--- src/rtl/win_pkg.sv ---
package win_pkg;

    typedef enum logic [3:0] {
        OP_NOP       = 4'd0,
        OP_SAVE      = 4'd1,
        OP_RESTORE   = 4'd2,
        OP_FLUSH     = 4'd3,
        OP_SAVED     = 4'd4,
        OP_RESTORED  = 4'd5,
        OP_WR_CWP    = 4'd6,
        OP_WR_WSTATE = 4'd7,
        OP_WR_CSAVE  = 4'd8,
        OP_WR_CREST  = 4'd9,
        OP_WR_OTHER  = 4'd10,
        OP_WR_CLEAN  = 4'd11,
        OP_RSV12     = 4'd12,
        OP_RSV13     = 4'd13,
        OP_RSV14     = 4'd14,
        OP_RSV15     = 4'd15
    } win_op_e;

    typedef enum logic [1:0] {
        TK_NONE  = 2'd0,
        TK_SPILL = 2'd1,
        TK_FILL  = 2'd2,
        TK_CLEAN = 2'd3
    } trap_kind_e;

    localparam int TTW = 9;
    localparam int WSW = 6;

    localparam logic [TTW-1:0] TT_SPILL_BASE = 9'h080;
    localparam logic [TTW-1:0] TT_FILL_BASE  = 9'h0C0;
    localparam logic [TTW-1:0] TT_CLEAN_WIN  = 9'h024;
    localparam logic [TTW-1:0] TT_OTHER_FLAG = 9'h020;

    typedef struct packed {
        logic           valid;
        logic [TTW-1:0] code;
    } trap_req_t;

    function automatic logic [TTW-1:0] ws_suffix(input logic other_nz,
                                                 input logic [WSW-1:0] ws);
        logic [TTW-1:0] s;
        if (other_nz)
            s = TT_OTHER_FLAG | {4'b0, ws[5:3], 2'b00};
        else
            s = {4'b0, ws[2:0], 2'b00};
        return s;
    endfunction

endpackage

--- src/rtl/win_trap_code.sv ---
module win_trap_code
    import win_pkg::*;
(
    input  trap_kind_e           kind,
    input  logic                 other_nz,
    input  logic [WSW-1:0]       ws,
    output logic [TTW-1:0]       code
);
    logic [TTW-1:0] suffix;

    always_comb begin
        suffix = ws_suffix(other_nz, ws);
        unique case (kind)
            TK_SPILL: code = TT_SPILL_BASE | suffix;
            TK_FILL:  code = TT_FILL_BASE | suffix;
            TK_CLEAN: code = TT_CLEAN_WIN;
            default:  code = '0;
        endcase
    end

    always_comb begin
        if (kind == TK_SPILL || kind == TK_FILL)
            p_tt_base_r3: assert (code[7] == 1'b1 && code[6] == (kind == TK_FILL));
    end
endmodule

--- src/rtl/win_cwp_map.sv ---
module win_cwp_map #(
    parameter int NWIN = 8,
    parameter int CW   = $clog2(NWIN),
    parameter int DW   = 8
) (
    input  logic [CW-1:0] cwp_int,
    input  logic [DW-1:0] wr_data,
    output logic [CW-1:0] arch_out,
    output logic [CW-1:0] wr_int
);
    localparam logic [CW-1:0] TOP = CW'(NWIN - 1);
    localparam logic [DW-1:0] NW_D = DW'(NWIN);

    logic [DW-1:0] reduced;

    always_comb begin
        reduced  = wr_data % NW_D;
        arch_out = TOP - cwp_int;
        wr_int   = TOP - reduced[CW-1:0];
    end

    always_comb begin
        p_arch_range_r9: assert (32'(arch_out) < NWIN);
    end
endmodule

--- src/rtl/win_decide.sv ---
module win_decide
    import win_pkg::*;
#(
    parameter int NWIN = 8,
    parameter int CW   = $clog2(NWIN)
) (
    input  logic          cmd_valid,
    input  win_op_e       op,
    input  logic [CW-1:0] cansave,
    input  logic [CW-1:0] canrestore,
    input  logic [CW-1:0] cleanwin,
    output trap_kind_e    kind
);
    localparam logic [CW-1:0] FLUSH_OK = CW'(NWIN - 2);

    always_comb begin
        kind = TK_NONE;
        if (cmd_valid) begin
            case (op)
                OP_SAVE: begin
                    if (cansave == '0)
                        kind = TK_SPILL;
                    else if (cleanwin == canrestore)
                        kind = TK_CLEAN;
                end
                OP_RESTORE: if (canrestore == '0) kind = TK_FILL;
                OP_FLUSH:   if (cansave != FLUSH_OK) kind = TK_SPILL;
                default:    kind = TK_NONE;
            endcase
        end
    end
endmodule

--- src/rtl/win_state.sv ---
module win_state
    import win_pkg::*;
#(
    parameter int NWIN = 8,
    parameter int CW   = $clog2(NWIN),
    parameter int DW   = 8
) (
    input  logic           clk,
    input  logic           rst,
    input  logic           cmd_valid,
    input  win_op_e        op,
    input  logic [DW-1:0]  data,
    input  trap_kind_e     kind,
    input  logic [TTW-1:0] code,
    input  logic [CW-1:0]  wr_cwp_int,
    output logic [CW-1:0]  cansave_q,
    output logic [CW-1:0]  canrestore_q,
    output logic [CW-1:0]  otherwin_q,
    output logic [CW-1:0]  cleanwin_q,
    output logic [CW-1:0]  cwp_q,
    output logic [WSW-1:0] wstate_q,
    output trap_req_t      trap_q
);
    localparam logic [CW-1:0] TOP      = CW'(NWIN - 1);
    localparam logic [CW-1:0] FLUSH_OK = CW'(NWIN - 2);
    localparam logic [CW-1:0] ONE      = CW'(1);

    logic [CW-1:0] cwp_dec, cwp_inc;

    always_comb begin
        cwp_dec = (cwp_q == '0)  ? TOP : cwp_q - ONE;
        cwp_inc = (cwp_q == TOP) ? '0  : cwp_q + ONE;
    end

    always_ff @(posedge clk) begin
        if (rst) begin
            cansave_q    <= FLUSH_OK;
            canrestore_q <= '0;
            otherwin_q   <= '0;
            cleanwin_q   <= TOP;
            cwp_q        <= '0;
            wstate_q     <= '0;
            trap_q       <= '0;
        end else begin
            trap_q.valid <= cmd_valid && (kind != TK_NONE);
            trap_q.code  <= code;
            if (cmd_valid && kind == TK_NONE) begin
                case (op)
                    OP_SAVE: begin
                        cansave_q    <= cansave_q - ONE;
                        canrestore_q <= canrestore_q + ONE;
                        cwp_q        <= cwp_dec;
                    end
                    OP_RESTORE: begin
                        cansave_q    <= cansave_q + ONE;
                        canrestore_q <= canrestore_q - ONE;
                        cwp_q        <= cwp_inc;
                    end
                    OP_SAVED: begin
                        cansave_q <= cansave_q + ONE;
                        if (otherwin_q != '0) otherwin_q <= otherwin_q - ONE;
                        else                  canrestore_q <= canrestore_q - ONE;
                    end
                    OP_RESTORED: begin
                        canrestore_q <= canrestore_q + ONE;
                        if (cleanwin_q < TOP) cleanwin_q <= cleanwin_q + ONE;
                        if (otherwin_q != '0) otherwin_q <= otherwin_q - ONE;
                        else                  cansave_q <= cansave_q - ONE;
                    end
                    OP_WR_CWP:    cwp_q        <= wr_cwp_int;
                    OP_WR_WSTATE: wstate_q     <= data[WSW-1:0];
                    OP_WR_CSAVE:  cansave_q    <= data[CW-1:0];
                    OP_WR_CREST:  canrestore_q <= data[CW-1:0];
                    OP_WR_OTHER:  otherwin_q   <= data[CW-1:0];
                    OP_WR_CLEAN:  cleanwin_q   <= data[CW-1:0];
                    default: ;
                endcase
            end
        end
    end

    p_spill_hold_r1: assert property (@(posedge clk) disable iff (rst)
        (cmd_valid && op == OP_SAVE && cansave_q == '0)
        |=> (trap_q.valid && cansave_q == '0 && $stable(canrestore_q) && $stable(cwp_q)));

    p_fill_r2: assert property (@(posedge clk) disable iff (rst)
        (cmd_valid && op == OP_RESTORE && canrestore_q == '0)
        |=> (trap_q.valid && trap_q.code[7:6] == 2'b11 && $stable(cwp_q)));

    p_save_ok_r5: assert property (@(posedge clk) disable iff (rst)
        (cmd_valid && op == OP_SAVE && cansave_q != '0 && cleanwin_q != canrestore_q)
        |=> (!trap_q.valid && cansave_q == $past(cansave_q) - ONE
             && canrestore_q == $past(canrestore_q) + ONE));

    p_flush_ok_r6: assert property (@(posedge clk) disable iff (rst)
        (cmd_valid && op == OP_FLUSH && cansave_q == FLUSH_OK)
        |=> (!trap_q.valid && $stable(cansave_q)));

    p_clean_cap_r8: assert property (@(posedge clk) disable iff (rst)
        (cmd_valid && op == OP_RESTORED && cleanwin_q == TOP)
        |=> (cleanwin_q == TOP));

    p_idle_r12: assert property (@(posedge clk) disable iff (rst)
        (!cmd_valid) |=> (!trap_q.valid && $stable(cansave_q) && $stable(cwp_q)
                          && $stable(wstate_q)));
endmodule

--- src/rtl/win_spill_fill_tracker.sv ---
module win_spill_fill_tracker
    import win_pkg::*;
#(
    parameter int NWIN = 8,
    parameter int CW   = $clog2(NWIN),
    parameter int DW   = 8
) (
    input  logic           clk,
    input  logic           rst,
    input  logic           cmd_valid,
    input  logic [3:0]     cmd_op,
    input  logic [DW-1:0]  cmd_data,
    output logic [CW-1:0]  cansave,
    output logic [CW-1:0]  canrestore,
    output logic [CW-1:0]  otherwin,
    output logic [CW-1:0]  cleanwin,
    output logic [CW-1:0]  arch_cwp,
    output logic [5:0]     wstate,
    output logic           trap_valid,
    output logic [8:0]     trap_type
);
    win_op_e        op;
    trap_kind_e     kind;
    logic [TTW-1:0] code;
    logic [CW-1:0]  cwp_int, wr_cwp_int;
    trap_req_t      trap_q;

    assign op = win_op_e'(cmd_op);

    win_decide #(.NWIN(NWIN), .CW(CW)) u_decide (
        .cmd_valid  (cmd_valid),
        .op         (op),
        .cansave    (cansave),
        .canrestore (canrestore),
        .cleanwin   (cleanwin),
        .kind       (kind)
    );

    win_trap_code u_code (
        .kind     (kind),
        .other_nz (otherwin != '0),
        .ws       (wstate),
        .code     (code)
    );

    win_cwp_map #(.NWIN(NWIN), .CW(CW), .DW(DW)) u_map (
        .cwp_int  (cwp_int),
        .wr_data  (cmd_data),
        .arch_out (arch_cwp),
        .wr_int   (wr_cwp_int)
    );

    win_state #(.NWIN(NWIN), .CW(CW), .DW(DW)) u_state (
        .clk          (clk),
        .rst          (rst),
        .cmd_valid    (cmd_valid),
        .op           (op),
        .data         (cmd_data),
        .kind         (kind),
        .code         (code),
        .wr_cwp_int   (wr_cwp_int),
        .cansave_q    (cansave),
        .canrestore_q (canrestore),
        .otherwin_q   (otherwin),
        .cleanwin_q   (cleanwin),
        .cwp_q        (cwp_int),
        .wstate_q     (wstate),
        .trap_q       (trap_q)
    );

    assign trap_valid = trap_q.valid;
    assign trap_type  = trap_q.code;

    p_trap_pulse_r12: assert property (@(posedge clk) disable iff (rst)
        (trap_valid && !$past(cmd_valid)) |-> 1'b0);
endmodule

--- config.mk ---
export PLATFORM = sky130hd
export DESIGN_NAME = win_spill_fill_tracker
export DESIGN_NICKNAME = d
export VERILOG_FILES = /design/src/rtl/win_pkg.sv /design/src/rtl/win_trap_code.sv /design/src/rtl/win_cwp_map.sv /design/src/rtl/win_decide.sv /design/src/rtl/win_state.sv /design/src/rtl/win_spill_fill_tracker.sv
export SDC_FILE = /design/constraint.sdc
export NUM_CORES = 1
export LEC_CHECK = 0
export BUFFER_PORTS_ARGS = -buffer_cell sky130_fd_sc_hd__buf_2
export CAP_MARGIN = 20
export CORE_MARGIN = 10
export CORE_UTILIZATION = 48
export CTS_CLUSTER_DIAMETER = 120
export DETAILED_ROUTE_END_ITERATION = 10
export GPL_TIMING_DRIVEN = 0
export MAX_ROUTING_LAYER = met4
export PLACE_DENSITY = 0.8
export REMOVE_ABC_BUFFERS = 1
export SLEW_MARGIN = 20
export SYNTH_ARGS = -nofsm -noshare
export SYNTH_HDL_FRONTEND = slang
export SYNTH_SLANG_ARGS = --single-unit
export TNS_END_PERCENT = 20
--- constraint.sdc ---
create_clock -name clk -period 2.8 [get_ports clk]
set_input_delay 0.42 -clock clk [delete_from_list [all_inputs] [get_ports clk]]
set_output_delay 0.42 -clock clk [all_outputs]
set_load 0.01 [all_outputs]
==> metrics.md <==
| Metric | Value |
|---|---|
| Status | `finished clean` |
| Lkg Pwr | `0.889 nW` |
| Worst-Margin Slew | `0.544 ns` |
| Longest Clk Path Bufs | `2` |
| Post-synth EDFFs | `0` |
| Area leader, netlist | `dfxtp_1` |
| First-pass GRT wire length | `7790 µm` |
| Area occupied by multi-input gates | `1230 µm²` |
| CP Launch Type | `primary input` |
| Ys Warns | `0` |
| Relative slew slack | `63.6%` |
| Max incr delay on CP | `0.55 ns` |
| Drt drc | `0` |
| Crit Path Category | `primary input to flip-flop` |
| NumNets Final | `283` |
| Async set or reset register ratio after synthesis | `0%` |
| Unrepaired setup endpoints after global routing | `false` |
| Detail Route Antenna Nets | `0` |
| Seq cells post-synth | `28` |
| Post-route setup slack | `0.283 ns` |
| Global Route Usage Sum | `13.1%` |
| PortBufs | `40` |
| CTS root buf | `clkbuf_8` |
| H-tree depth | `1` |
| Die Y | `83.1 µm` |
| Simple-gate area share of the yosys netlist | `23.3%` |
| Core footprint | `3740 µm²` |
| CP max-delay cell | `or4b_4` |
| Final period utilization | `89.9%` |
| Pre-CTS WS | `-0.368 ns` |
| Routed len/inst | `15.3 µm` |
| Layout cells sized above 1 | `21.7%` |
| Number of global-route vias before repair | `1625` |
| Internal power | `0.606 mW` |
| Seq/Total Area, Yosys | `29.4%` |
| Hold Vio Cnt, Final | `0` |
| DIE AREA | `6900 µm²` |
| Sequential share of power | `49.7%` |
| Setup TNS | `0 ns` |
| Final wirelength | `4610 µm` |
| Synth cell types | `57` |
| Fin util | `57.6%` |
| Average size of a mapped cell | `8.52 µm²` |
| Buffer and inverter count on the worst path | `1` |
| Synth Flop Type | `dfxtp_1` |
| Initial core utilization | `51.0%` |
| Ant. Diodes | `0` |
| Hold Path Class | `primary input to flip-flop` |
| CP top delay family | `simple AND/OR/NAND/NOR gates` |
| # Max-Cap Violations | `0` |
| Worst Skew | `0.00358 ns` |
| Die Wd | `83.1 µm` |
| Largest family of logic cells by synthesized area | `simple AND/OR/NAND/NOR gates` |
| Setup crit start | `cmd_op[1]` |
| Cts hold-fix bufs | `0` |
| Antenna violations before repair | `0` |
| Post-synthesis compound-gate area fraction | `20.8%` |
| Ratio of routed vias to standard cells | `5.76` |
| CP max FO | `19` |
| Gr ovfl total | `0` |
| Synth Area in XOR/XNOR | `2.75%` |
| Reg area | `561 µm²` |
| Synth-to-layout area growth | `12.8%` |
| Worst endpoint data arrival time | `2.70 ns` |
| Net switching power | `0.245 mW` |
| GPL Wtd Cong | `0.902` |
| Cell Area, Synth | `1910 µm²` |
| CTS buffer count | `3` |
| Largest net degree at the start of global routing | `26` |
| Setup-failing EPs final | `0` |
| FP Rows | `22` |
| Hold path startpoint | `cmd_data[4]` |
| HPWL after DPL | `3410 µm` |
| Gate power share | `20.5%` |
| Synth area leaders | `dfxtp_1, ha_1, mux2i_1` |
| Drt initial violations | `104` |
| CP Capture Type | `flip-flop` |
| Clock slew at reported path FFs | `0.10 ns` |
| Share of the synthesized area in the top cell type | `29.4%` |
| CP Cell Sequence | `buf_2 -> or4b_4 -> nor4_1 -> a21o_1 -> nand2_1 -> ha_1 -> nand2_4 -> a21oi_2 -> and2_1 -> a221oi_1` |
| Final min period | `2.52 ns` |
| Mux contribution to synthesized area | `6.36%` |
| IO Count | `46` |
| Sw frac | `28.8%` |
| CP required | `2.99 ns` |
| Clock power share | `29.8%` |
| CTS tree | `built` |
| FILL cells | `361` |
| RR Startpoint | `u_state.cansave_q[1]$_SDFFE_PP1P_` |
| Total iterations of the first detailed-routing run | `4` |
| Syn Inst Count | `224` |
| Power Density | `395 nW/µm²` |
| Synth Area in Adders | `9.96%` |
| Max-slew violations | `0` |
| CTS Sinks | `28` |
| Maximum clock frequency | `397 MHz` |
| VDD IR-drop max | `300 µV` |
| Worst skew pair latency | `0.27 ns` |
| Vias | `1735` |
metrics by stage:
stage | hold slack (ns) | cell area (µm²) | cells | power (mW)
5_1_grt | 0.388 | 2150 | 301 | 0.896
3_3_place_gp | 0.469 | 2090 | 297 | 0.599
3_5_place_dp | 0.490 | 2090 | 297 | 0.605
2_1_floorplan | 0.457 | 1830 | 209 | 0.538
6_report | 0.373 | 2150 | 301 | 0.851
4_1_cts | 0.372 | 2150 | 301 | 0.858
what timing repair did:
item                                    CTS  global route
pin swaps                                 0             0
endpoints found under the setup margin    6             1
setup buffers                             0             0
resized for setup                         2             1
endpoints found under the hold margin     0             0
cells by family after synthesis:
group	count (synthesis)
other	1
muxes	12
buffers and inverters	30
AOI/OAI and AO/OA	57
and+or+nand+nor	76
xor gates and xnor gates	6
DFF	28
adders and majority gates	14
cell usage after synthesis, types with 3 or more instances:
| cell type | number |
|---|---|
| nand2b_1 | 8 |
| a31oi_1 | 3 |
| dfxtp_1 | 28 |
| and2_1 | 4 |
| ha_1 | 12 |
| clkbuf_1 | 6 |
| xnor2_1 | 5 |
| buf_2 | 4 |
| o211ai_1 | 6 |
| nand2_1 | 12 |
| or3_1 | 4 |
| nor3_1 | 3 |
| nor2_1 | 20 |
| a2111oi_0 | 3 |
| buf_4 | 4 |
| mux2i_1 | 11 |
| inv_1 | 13 |
| o21a_1 | 4 |
| a21oi_1 | 11 |
| nand3_1 | 4 |
| o21ai_0 | 13 |
tightest hold or removal path: cells and delay by family:
kind	cells	cell delay [ns]
buffers and inverters	1	0.07
and+or+nand+nor	1	0.07
muxes	1	0.05
final timing paths:
| kind | to | slack, ns | depth (start not counted) |
|---|---|---|---|
| min | u_state.wstate_q[4]$_SDFFE_PP0P_ | 0.37 | 3 |
| min reg2reg | u_state.otherwin_q[2]$_SDFFE_PP0P_ | 0.50 | 2 |
| max | u_state.cansave_q[0]$_SDFFE_PP0P_ | 0.28 | 10 |
| max reg2reg | u_state.cwp_q[2]$_SDFFE_PP0P_ | 0.34 | 9 |
sequential cells by signal, indices dropped and copies added (netlist names):
name                  cells
u_state.cwp_q             3
u_state.canrestore_q      3
u_state.wstate_q          6
u_state.trap_q            7
u_state.cleanwin_q        3
u_state.cansave_q         3
u_state.otherwin_q        3
final cells by class:
type / instances / share of cell area (%)
Timing Repair Buffer: 40 / 9.29
Inverter: 13 / 2.26
Tap cell: 48 / 2.79
Clock buffer: 4 / 2.56
Sequential cell: 28 / 26.0
Multi-Input combinational cell: 168 / 57.1
routing by layer:
metal / share of wire (%) / wire [µm] / up-vias / track usage [%]
li1: - / - / 856 / -
met1: 43 / 1970 / 829 / 15.5
met2: 50 / 2300 / 46 / 22.3
met3: 6.0 / 276 / 4 / 2.25
met4: 1.2 / 57 / 0 / 3.38
met5: 0 / 0 / - / -
layout by cell type (no fill, tap or decap), types with 3 or more instances in the layout:
cell,count
nand2b_1,8
nor2_1,20
buf_2,40
conb_1,3
a21oi_1,11
inv_1,13
a2111oi_0,3
xnor2_1,5
o21ai_0,13
ha_1,12
and2_1,4
mux2i_1,11
nand3_1,4
or3_1,4
a31oi_1,3
dfxtp_1,28
nand2_1,11
o21a_1,4
nor3_1,3
o211ai_1,6
clkbuf_8,4
power groups by stage:
stage | Sequential [mW] | Combinational, mW | Clock, mW
6_report | 0.423 | 0.174 | 0.254
5_1_grt | 0.426 | 0.195 | 0.275
4_1_cts | 0.423 | 0.174 | 0.260
3_5_place_dp | 0.432 | 0.172 | 0
3_3_place_gp | 0.432 | 0.167 | 0
2_1_floorplan | 0.435 | 0.103 | 0
Note: power is estimated with default switching activity, not from simulation.
